$ cat config.mk
export PLATFORM = sky130hd
export DESIGN_NAME = fifo_offset_prog
export DESIGN_NICKNAME = d
export VERILOG_FILES = /design/src/rtl/fifo_offset_prog.sv
export SDC_FILE = /design/constraint.sdc
export NUM_CORES = 1
export LEC_CHECK = 0
export BUFFER_PORTS_ARGS = -buffer_cell sky130_fd_sc_hd__buf_2
export CELL_PAD_IN_SITES_DETAIL_PLACEMENT = 1
export CELL_PAD_IN_SITES_GLOBAL_PLACEMENT = 1
export CORE_ASPECT_RATIO = 0.5
export CORE_MARGIN = 1
export CORE_UTILIZATION = 30
export CTS_CLUSTER_SIZE = 30
export DETAILED_ROUTE_END_ITERATION = 10
export PLACE_DENSITY_LB_ADDON = 0.1
export SLEW_MARGIN = 20
export SYNTH_ARGS = -nofsm -noshare
export SYNTH_HDL_FRONTEND = slang
export SYNTH_SLANG_ARGS = --single-unit
$ cat constraint.sdc
create_clock -name clk -period 3.3 [get_ports clk]
set_clock_uncertainty 0.15 [all_clocks]
set_input_delay 0.66 -clock clk [delete_from_list [all_inputs] [get_ports clk]]
set_output_delay 0.66 -clock clk [all_outputs]
set_load 0.02 [all_outputs]
$ cat src/rtl/fifo_offset_prog.sv
module fifo_offset_prog #(
  parameter int OFS_W = 10
) (
  input  logic             clk,
  input  logic             mrst_n,
  input  logic             ld_n,
  input  logic [1:0]       fsel,
  input  logic             ip_strap,
  input  logic             wr_en,
  input  logic [17:0]      wr_d,
  input  logic             rd_en,
  output logic [17:0]      rd_q,
  input  logic             sclk,
  input  logic             sen_n,
  input  logic             si,
  output logic [OFS_W-1:0] empty_ofs,
  output logic [OFS_W-1:0] full_ofs,
  output logic             fifo_block
);
  localparam int SER_BITS = 2 * OFS_W;
  localparam int CNT_W    = $clog2(SER_BITS + 1);

  logic                ser_mode, ip_mode;
  logic                wptr, rptr;
  logic [CNT_W-1:0]    bit_cnt;
  logic [SER_BITS-1:0] shreg;
  logic [2:0]          sclk_s;
  logic [1:0]          si_s, sen_s;

  function automatic logic [OFS_W-1:0] dflt(input logic [2:0] k);
    return OFS_W'((32'd1 << (32'(k) + 32'd3)) - 32'd1);
  endfunction

  logic [15:0]         wr_pay, rd_pay;
  logic [OFS_W-1:0]    wr_val;
  logic [17:0]         rd_word;
  logic                sclk_rise, shift_en, ser_done, par_wr, par_rd;
  logic [SER_BITS-1:0] shreg_nx;

  assign wr_pay    = ip_mode ? {wr_d[16:9], wr_d[7:0]} : wr_d[15:0];
  assign wr_val    = wr_pay[OFS_W-1:0];
  assign rd_pay    = 16'(rptr ? full_ofs : empty_ofs);
  assign rd_word   = ip_mode ? {1'b0, rd_pay[15:8], 1'b0, rd_pay[7:0]} : {2'b00, rd_pay};

  assign fifo_block = mrst_n & ~ld_n;
  assign par_wr    = ~ser_mode & ~ld_n & wr_en;
  assign par_rd    = ~ld_n & rd_en;
  assign sclk_rise = sclk_s[1] & ~sclk_s[2];
  assign shift_en  = ser_mode & ~ld_n & sclk_rise & ~sen_s[1];
  assign shreg_nx  = {si_s[1], shreg[SER_BITS-1:1]};
  assign ser_done  = shift_en && (bit_cnt == CNT_W'(SER_BITS - 1));

  always_ff @(posedge clk) begin
    if (!mrst_n) begin
      sclk_s <= '0;
      si_s   <= '0;
      sen_s  <= '1;
    end else begin
      sclk_s <= {sclk_s[1:0], sclk};
      si_s   <= {si_s[0], si};
      sen_s  <= {sen_s[0], sen_n};
    end
  end

  always_ff @(posedge clk) begin
    if (!mrst_n) begin
      ser_mode  <= ~ld_n;
      ip_mode   <= ip_strap;
      empty_ofs <= dflt({ld_n, fsel});
      full_ofs  <= dflt({ld_n, fsel});
      wptr      <= 1'b0;
      rptr      <= 1'b0;
      bit_cnt   <= '0;
      shreg     <= '0;
      rd_q      <= '0;
    end else if (ld_n) begin
      wptr    <= 1'b0;
      rptr    <= 1'b0;
      bit_cnt <= '0;
    end else begin
      if (par_wr) begin
        if (wptr) full_ofs  <= wr_val;
        else      empty_ofs <= wr_val;
        wptr <= ~wptr;
      end
      if (par_rd) begin
        rd_q <= rd_word;
        rptr <= ~rptr;
      end
      if (shift_en) begin
        shreg <= shreg_nx;
        if (ser_done) begin
          bit_cnt   <= '0;
          empty_ofs <= shreg_nx[OFS_W-1:0];
          full_ofs  <= shreg_nx[SER_BITS-1:OFS_W];
        end else begin
          bit_cnt <= bit_cnt + 1'b1;
        end
      end
    end
  end
endmodule

==> results of run 1 <==
==> final cells by class <==
class                      instances  area share, %
tap                              135           4.46
inverter                           3          0.297
clock buffer                      14           7.24
timing repair buffer              61           8.59
clock inverter                     2          0.925
multi-input combinational        229           37.8
sequential                        66           40.7
==> cells in the mapped netlist (6+ instances only) <==
master	instances	area, um2
sky130_fd_sc_hd__nor3_1	7	35.0
sky130_fd_sc_hd__nand2b_1	9	56.3
sky130_fd_sc_hd__and2_1	6	37.5
sky130_fd_sc_hd__clkbuf_1	16	60.1
sky130_fd_sc_hd__buf_4	7	52.6
sky130_fd_sc_hd__dfxtp_1	44	881
sky130_fd_sc_hd__a21oi_1	28	140
sky130_fd_sc_hd__a211oi_1	10	75.1
sky130_fd_sc_hd__a31oi_1	12	75.1
sky130_fd_sc_hd__nor2_1	22	82.6
sky130_fd_sc_hd__nand2_1	51	191
sky130_fd_sc_hd__mux2i_1	27	270
sky130_fd_sc_hd__o31ai_1	13	97.6
sky130_fd_sc_hd__edfxtp_1	22	661
==> power groups by stage <==
| stage | sequential, W | clock (W) | combinational [W] |
|---|---|---|---|
| finish | 0.000922 | 0.000982 | 0.000240 |
| global route | 0.000927 | 0.00104 | 0.000261 |
| CTS | 0.000923 | 0.00100 | 0.000242 |
| detailed placement | 0.000939 | 0 | 0.000242 |
| global placement | 0.000937 | 0 | 0.000237 |
| floorplan | 0.000969 | 0 | 0.000123 |
==> metrics by stage <==
step	setup slack [ns]	instances	util [%]	area [um2]
3_5_place_dp	0.648	494	35.7	3480
4_1_cts	0.957	510	38.9	3790
6_report	0.979	510	38.9	3790
3_3_place_gp	0.725	494	35.7	3480
2_1_floorplan	1.08	327	-	3130
5_1_grt	0.889	510	38.9	3790
==> cell usage in the layout, fill, tap and decap left out, drive strengths merged, types with 10 or more instances in the layout <==
cell / n
nand2: 51
a31oi: 12
dfxtp: 44
edfxtp: 22
buf: 61
mux2i: 27
a21oi: 28
a211oi: 10
clkbuf: 14
o31ai: 13
nor2: 22
==> kinds of logic (layout without fill, tap and decap cells) <==
kind of cell	count (synthesis)	in the layout
xor gates and xnor gates	5	5
and+or+nand+nor	110	110
buffers and inverters	32	80
muxes	32	32
DFF	66	66
adders and majority gates	2	2
AOI/OAI and AO/OA	71	71
other	2	9
==> worst register-to-register path, delay by kind of cell, from the launching register on <==
| family | cells | cell delay, ns |
|---|---|---|
| buffers and inverters | 1 | 0.41 |
| and+or+nand+nor | 2 | 0.40 |
| adders and majority gates | 1 | 0.22 |
| AOI/OAI and AO/OA | 2 | 0.44 |
| DFF | 1 | 0.38 |
==> layer usage <==
metal / share of wire (%) / GRT usage [%]
met1: 51 / 23.1
met2: 43 / 25.6
met3: 5.3 / 5.65
met4: 0.56 / 4.56
met5: 0 / 0
==> worst max-delay path by stage <==
stage	startpoint	end	slack [ns]	cells after the start
6_report	ld_n	fifo_block	0.98	5
5_1_grt	ld_n	fifo_block	0.89	5
4_1_cts	ld_n	fifo_block	0.96	5
3_5_place_dp	ld_n	full_ofs[9]$_DFFE_PP_	0.65	6
3_3_place_gp	ld_n	full_ofs[9]$_DFFE_PP_	0.73	6
2_1_floorplan	ld_n	empty_ofs[0]$_DFFE_PP_	1.08	5
==> state kept, by name, summed over array words and instances, names as in the netlist, 2 cells and up <==
signal / cells
rd_q: 11
si_s: 2
sen_s: 2
sclk_s: 3
bit_cnt: 5
full_ofs: 10
shreg: 19
empty_ofs: 10
==> results.py, run 1 <==
metrics = {
    "route": {
        "post_drt_via_cell_ratio": 4.92,
        "drt.antenna.violating_nets": 0,
        "totalWireLength_mm": 8.71,
        "dr_total_vias": 2511,
        "detail_route.wl_per_cell_um": 17.1,
        "drc_violations_left": 0,
        "dr.pass1.iters": 4,
        "drtIter0Drc": 106,
    },
    "power": {
        "power_leakage_nw": 1.39,
        "post-layout-total-power_w": 0.00214,
        "vdd_ir_drop_max_v": 0.000241,
        "cellPowerDensity_nw_per_um2": 566,
        "netSwitchingPower_w": 0.000522,
        "share_comb_of_total_power_pct": 11.2,
        "intPower_w": 0.00162,
        "switching_share_pct": 24.3,
        "power.sequential.fraction_pct": 43.0,
        "clock_power_share_pct": 45.8,
    },
    "sta": {
        "final_hold_viol_count": 0,
        "period_share_pct": 70.3,
        "tightest_slew_ns": 0.807,
        "fin_worst_hold_slack_ns": 0.277,
        "final-max-slew-violation-count": 0,
        "max_clock_freq_mhz": 431,
        "setup_tns_ns": 0,
        "setup_viol_count_final": 0,
        "rsz0062_at_grt": "no",
        "final_period_minus_worst_setup_slack_ns": 2.32,
        "slew_headroom_pct": 46.1,
    },
    "place": {
        "buffer_ports.inserted": 53,
        "place.detailed.hpwl_mm": 6.20,
        "finalWeightedCongestion": 0.761,
    },
    "critical_path": {
        "worst_ep_required_time_ns": 2.49,
        "critical_path_max_stage_delay_ns": 0.30,
        "critical_path.reg2reg.startpoint": "bit_cnt[0]$_SDFFE_PN0N_",
        "worst_r2r_path_depth": 6,
        "cp_max_fo": 16,
        "crit_buf_inv": 4,
        "worst_ep_arrival_time_ns": 1.51,
        "cp-end-kind": "primary output",
        "crit-reg2reg-capture": "full_ofs[9]$_DFFE_PP_",
        "ff2ff_setup_slack_ns": 1.07,
        "critical_path.slowest_cell": "sky130_fd_sc_hd__buf_2",
        "worst_path_cell_chain": "buf_2 -> inv_1 -> nand2_1 -> inv_1 -> buf_2",
        "critical-path-top-delay-family": "buffers and inverters",
        "criticalPathCategory": "input port to primary output",
        "worst_setup_path_start_kind": "input port",
    },
    "synthesis": {
        "ys_warn_count": 0,
        "asyncSetResetFlopFracSynth_pct": 0,
        "postSynthRegisterBits": 66,
        "synth.area.mux_share_pct": 10.5,
        "postSynthCellCount": 320,
        "syn_avg_cell_area_um2": 9.69,
        "synth_cell_types": 36,
        "post_synth_xor_area_fraction_pct": 1.41,
        "synth_area_in_adders_pct": 0.807,
        "synth_top_family_by_area": "simple AND/OR/NAND/NOR gates",
        "dominantRegCellSynth": "sky130_fd_sc_hd__dfxtp_1",
        "ys_seq_area_share_pct": 49.7,
        "synth-simple-area-share_pct": 17.6,
        "synth_compound_area_share_pct": 14.6,
        "synth-edff-count": 22,
        "synth.cell_area_um2": 3100,
    },
    "hold_path": {
        "whs_path_depth": 1,
        "min_to": "sen_s[1]$_SDFF_PN1_",
        "min-delay-path-class": "flip-flop to flip-flop",
        "min_from": "sen_s[0]$_SDFF_PN1_",
    },
    "clocking": {
        "htreeDepth": 3,
        "cts_tree": "done",
        "postCtsSetupRepairBufs": 0,
        "ctsHoldBuffers": 0,
        "worstSkewPairLatency_ns": 0.33,
        "ctsRootBufferMaster": "sky130_fd_sc_hd__clkbuf_16",
        "cts_buffer_depth": 2,
        "clock_sinks": 66,
        "numCtsBuffers": 9,
        "worst_setup_hold_path_clk_slew_ns": 0.05,
        "cts-resized-gates": 0,
    },
    "global_route": {
        "antenna_found_initial": 0,
        "first_global_vias": 2456,
        "grt_start_max_net_pins": 47,
        "overflow": 0,
        "global_route.usage.total_pct": 17.0,
        "grt_pass1_wl_mm": 13.5,
    },
    "finish": {
        "drive_above_1_share_pct": 23.2,
        "area.growth.synth_to_final_pct": 22.1,
        "nets": 401,
        "antenna_cells": 0,
        "multi_input_area_um2": 1430,
        "fill_cells": 1131,
        "layout.area.seq_um2": 1540,
    },
    "floorplanning": {
        "num_rows": 25,
        "die-area_um2": 10800,
        "die_x_um": 146,
        "die_height_um": 73.9,
        "core_region_area_um2": 9730,
        "floorplan.initialDensity_pct": 31.9,
        "floorplan.io_pins": 68,
    },
    "run": {
        "timing.max_cap.violations": 0,
    },
    "outcome": {
        "outcome": "finished, final reports clean",
    },
}
Power figures use the tool's default switching activity.
==> inputs of run 2 (changes only) <==
==> constraint.sdc (replaced) <==
create_clock -name clk -period 2.27 [get_ports clk]
set_clock_uncertainty 0.15 [all_clocks]
set_input_delay 0.454 -clock clk [delete_from_list [all_inputs] [get_ports clk]]
set_output_delay 0.454 -clock clk [all_outputs]
set_load 0.02 [all_outputs]
==> run 2 against run 1 <==
  * Combinational power up 52%
  * Register-to-register slack worse by 0.85 ns
  * Non-clock buffer count up 10
  * Critical path depth up 2
  * Routed wire length up 0.70%
  * Flip-flop and latch count unchanged
  * Design area up 2.6%
  * Core utilization up 1.0 points
  * Sequential share of layout area down 1.0 points
==> results.py, run 2 (same netlist as run 1, synthesis figures left out) <==
metrics = {
    "outcome": {
        "outcome": "finished, final reports clean",
    },
    "floorplanning": {
        "num_rows": 25,
        "core_region_area_um2": 9730,
        "floorplan.initialDensity_pct": 31.9,
        "floorplan.io_pins": 68,
        "die_height_um": 73.9,
        "die_x_um": 146,
        "die-area_um2": 10800,
    },
    "critical_path": {
        "critical_path.endpoint": "empty_ofs[9]$_DFFE_PP_",
        "critical-path-top-delay-family": "simple AND/OR/NAND/NOR gates",
        "crit_buf_inv": 2,
        "crit-reg2reg-capture": "empty_ofs[9]$_DFFE_PP_",
        "worst_ep_required_time_ns": 2.32,
        "worst_setup_path_start_kind": "flip-flop",
        "ff2ff_setup_slack_ns": 0.22,
        "worst_ep_arrival_time_ns": 2.10,
        "worst_path_cell_chain": "ha_1 -> nand4bb_4 -> nor4_4 -> buf_12 -> buf_4 -> and3_1 -> a211o_1",
        "cp-end-kind": "flip-flop",
        "cp_max_fo": 23,
        "worst_r2r_path_depth": 7,
        "criticalPathCategory": "flip-flop to flip-flop",
        "critical_path.reg2reg.startpoint": "bit_cnt[0]$_SDFFE_PN0N_",
        "critical_path_max_stage_delay_ns": 0.38,
        "number_of_gates_on_the_worst_path_with_buffers_counted": 7,
        "critical_path.slowest_cell": "sky130_fd_sc_hd__dfxtp_1",
        "critical_path.startpoint": "bit_cnt[0]$_SDFFE_PN0N_",
    },
    "sta": {
        "fin_worst_hold_slack_ns": 0.155,
        "max_clock_freq_mhz": 488,
        "setup_viol_count_final": 0,
        "final_period_minus_worst_setup_slack_ns": 2.05,
        "period_share_pct": 90.2,
        "setup_tns_ns": 0,
        "final_hold_viol_count": 0,
        "final-max-slew-violation-count": 0,
        "rsz0062_at_grt": "no",
    },
    "global_route": {
        "first_global_vias": 2509,
        "grt_start_max_net_pins": 24,
        "overflow": 0,
        "global_route.usage.total_pct": 17.4,
        "antenna_found_initial": 0,
        "grt_pass1_wl_mm": 13.9,
    },
    "clocking": {
        "postCtsSetupRepairBufs": 0,
        "ctsHoldBuffers": 0,
        "numCtsBuffers": 9,
        "ctsRootBufferMaster": "sky130_fd_sc_hd__clkbuf_16",
        "cts-resized-gates": 0,
        "worstSkewPairLatency_ns": 0.33,
        "worst_setup_hold_path_clk_slew_ns": 0.06,
        "htreeDepth": 3,
        "clock_sinks": 66,
        "cts_tree": "done",
        "cts_buffer_depth": 2,
    },
    "route": {
        "drtIter0Drc": 138,
        "post_drt_via_cell_ratio": 4.88,
        "detail_route.wl_per_cell_um": 16.9,
        "dr_total_vias": 2538,
        "dr.pass1.iters": 4,
        "drt.antenna.violating_nets": 0,
        "drc_violations_left": 0,
        "totalWireLength_mm": 8.77,
    },
    "power": {
        "cellPowerDensity_nw_per_um2": 799,
        "vdd_ir_drop_max_v": 0.000384,
        "power_leakage_nw": 1.45,
    },
    "finish": {
        "drive_above_1_share_pct": 25.5,
        "regMostFlops": "shreg",
        "antenna_cells": 0,
        "largest_register_ffs": 19,
        "layout.cells.non_filler": 520,
        "largest_registers": "shreg x19, rd_q x11",
        "nets": 411,
        "area.growth.synth_to_final_pct": 25.3,
        "layout_commonest_cell": "sky130_fd_sc_hd__buf_2",
        "leading_cell_types_in_the_layout_fill_and_taps_excluded": "sky130_fd_sc_hd__buf_2 (53), sky130_fd_sc_hd__nand2_1 (51), sky130_fd_sc_hd__dfxtp_1 (44)",
        "stdcell_area_um2": 3880,
    },
    "place": {
        "place.detailed.instances": 504,
        "place.detailed.hpwl_mm": 6.57,
        "finalWeightedCongestion": 0.727,
        "place_area_um2": 3580,
        "buffer_ports.inserted": 53,
    },
    "hold_path": {
        "min-delay-path-class": "input port to flip-flop",
        "min_from": "ip_strap",
    },
    "run": {
        "timing.max_cap.violations": 0,
    },
}
==> run 2: layout make-up <==
type | count | area [um2]
flip-flops and latches | 66 | 1540
clock inverters | 4 | 27.5
inverters | 3 | 11.3
clock buffers | 12 | 279
repair buffers | 71 | 425
fillers | 1138 | 5840
well taps | 135 | 169
multi-input cells | 229 | 1430
==> run 2: how the worst min path moves through the flow <==
stage,endpoint,slack (ns),cells past startpoint
floorplan,sen_s[1]$_SDFF_PN1_,0.24,1
global placement,sen_s[1]$_SDFF_PN1_,0.25,1
detailed placement,sen_s[1]$_SDFF_PN1_,0.25,1
CTS,ip_mode$_DFFE_PN_,0.14,1
global route,ip_mode$_DFFE_PN_,0.14,1
finish,ip_mode$_DFFE_PN_,0.16,1
==> run 2: per-stage QoR <==
stage,setup WS [ns],util [%],power (W)
2_1_floorplan,0.258,-,0.00159
3_3_place_gp,0.154,36.8,0.00172
3_5_place_dp,0.104,36.8,0.00173
4_1_cts,0.209,39.9,0.00314
5_1_grt,0.115,39.9,0.00324
6_report,0.221,39.9,0.00310
==> run 2: power breakdown <==
group	switching (W)	internal, W
Clock	0.000532	0.000876
Sequential	0.0000426	0.00129
Combinational	0.000227	0.000137
==> run 2: layer usage <==
layer / vias up / wire [um] / global-route usage [%] / share of wire (%)
met5: - / 0 / 0 / 0
met1: 1223 / 4460 / 23.4 / 51
li1: 1244 / - / - / -
met3: 11 / 447 / 5.09 / 5.1
met2: 60 / 3770 / 27.1 / 43
met4: 0 / 102 / 5.38 / 1.2
==> run 2: worst reg2reg max path: cells and delay by family, from the launching register on <==
| family | cells | cell delay [ns] |
|---|---|---|
| compound gates | 1 | 0.11 |
| fa+ha+maj | 1 | 0.22 |
| buf+inv | 2 | 0.44 |
| flops | 1 | 0.38 |
| simple gates | 3 | 0.62 |
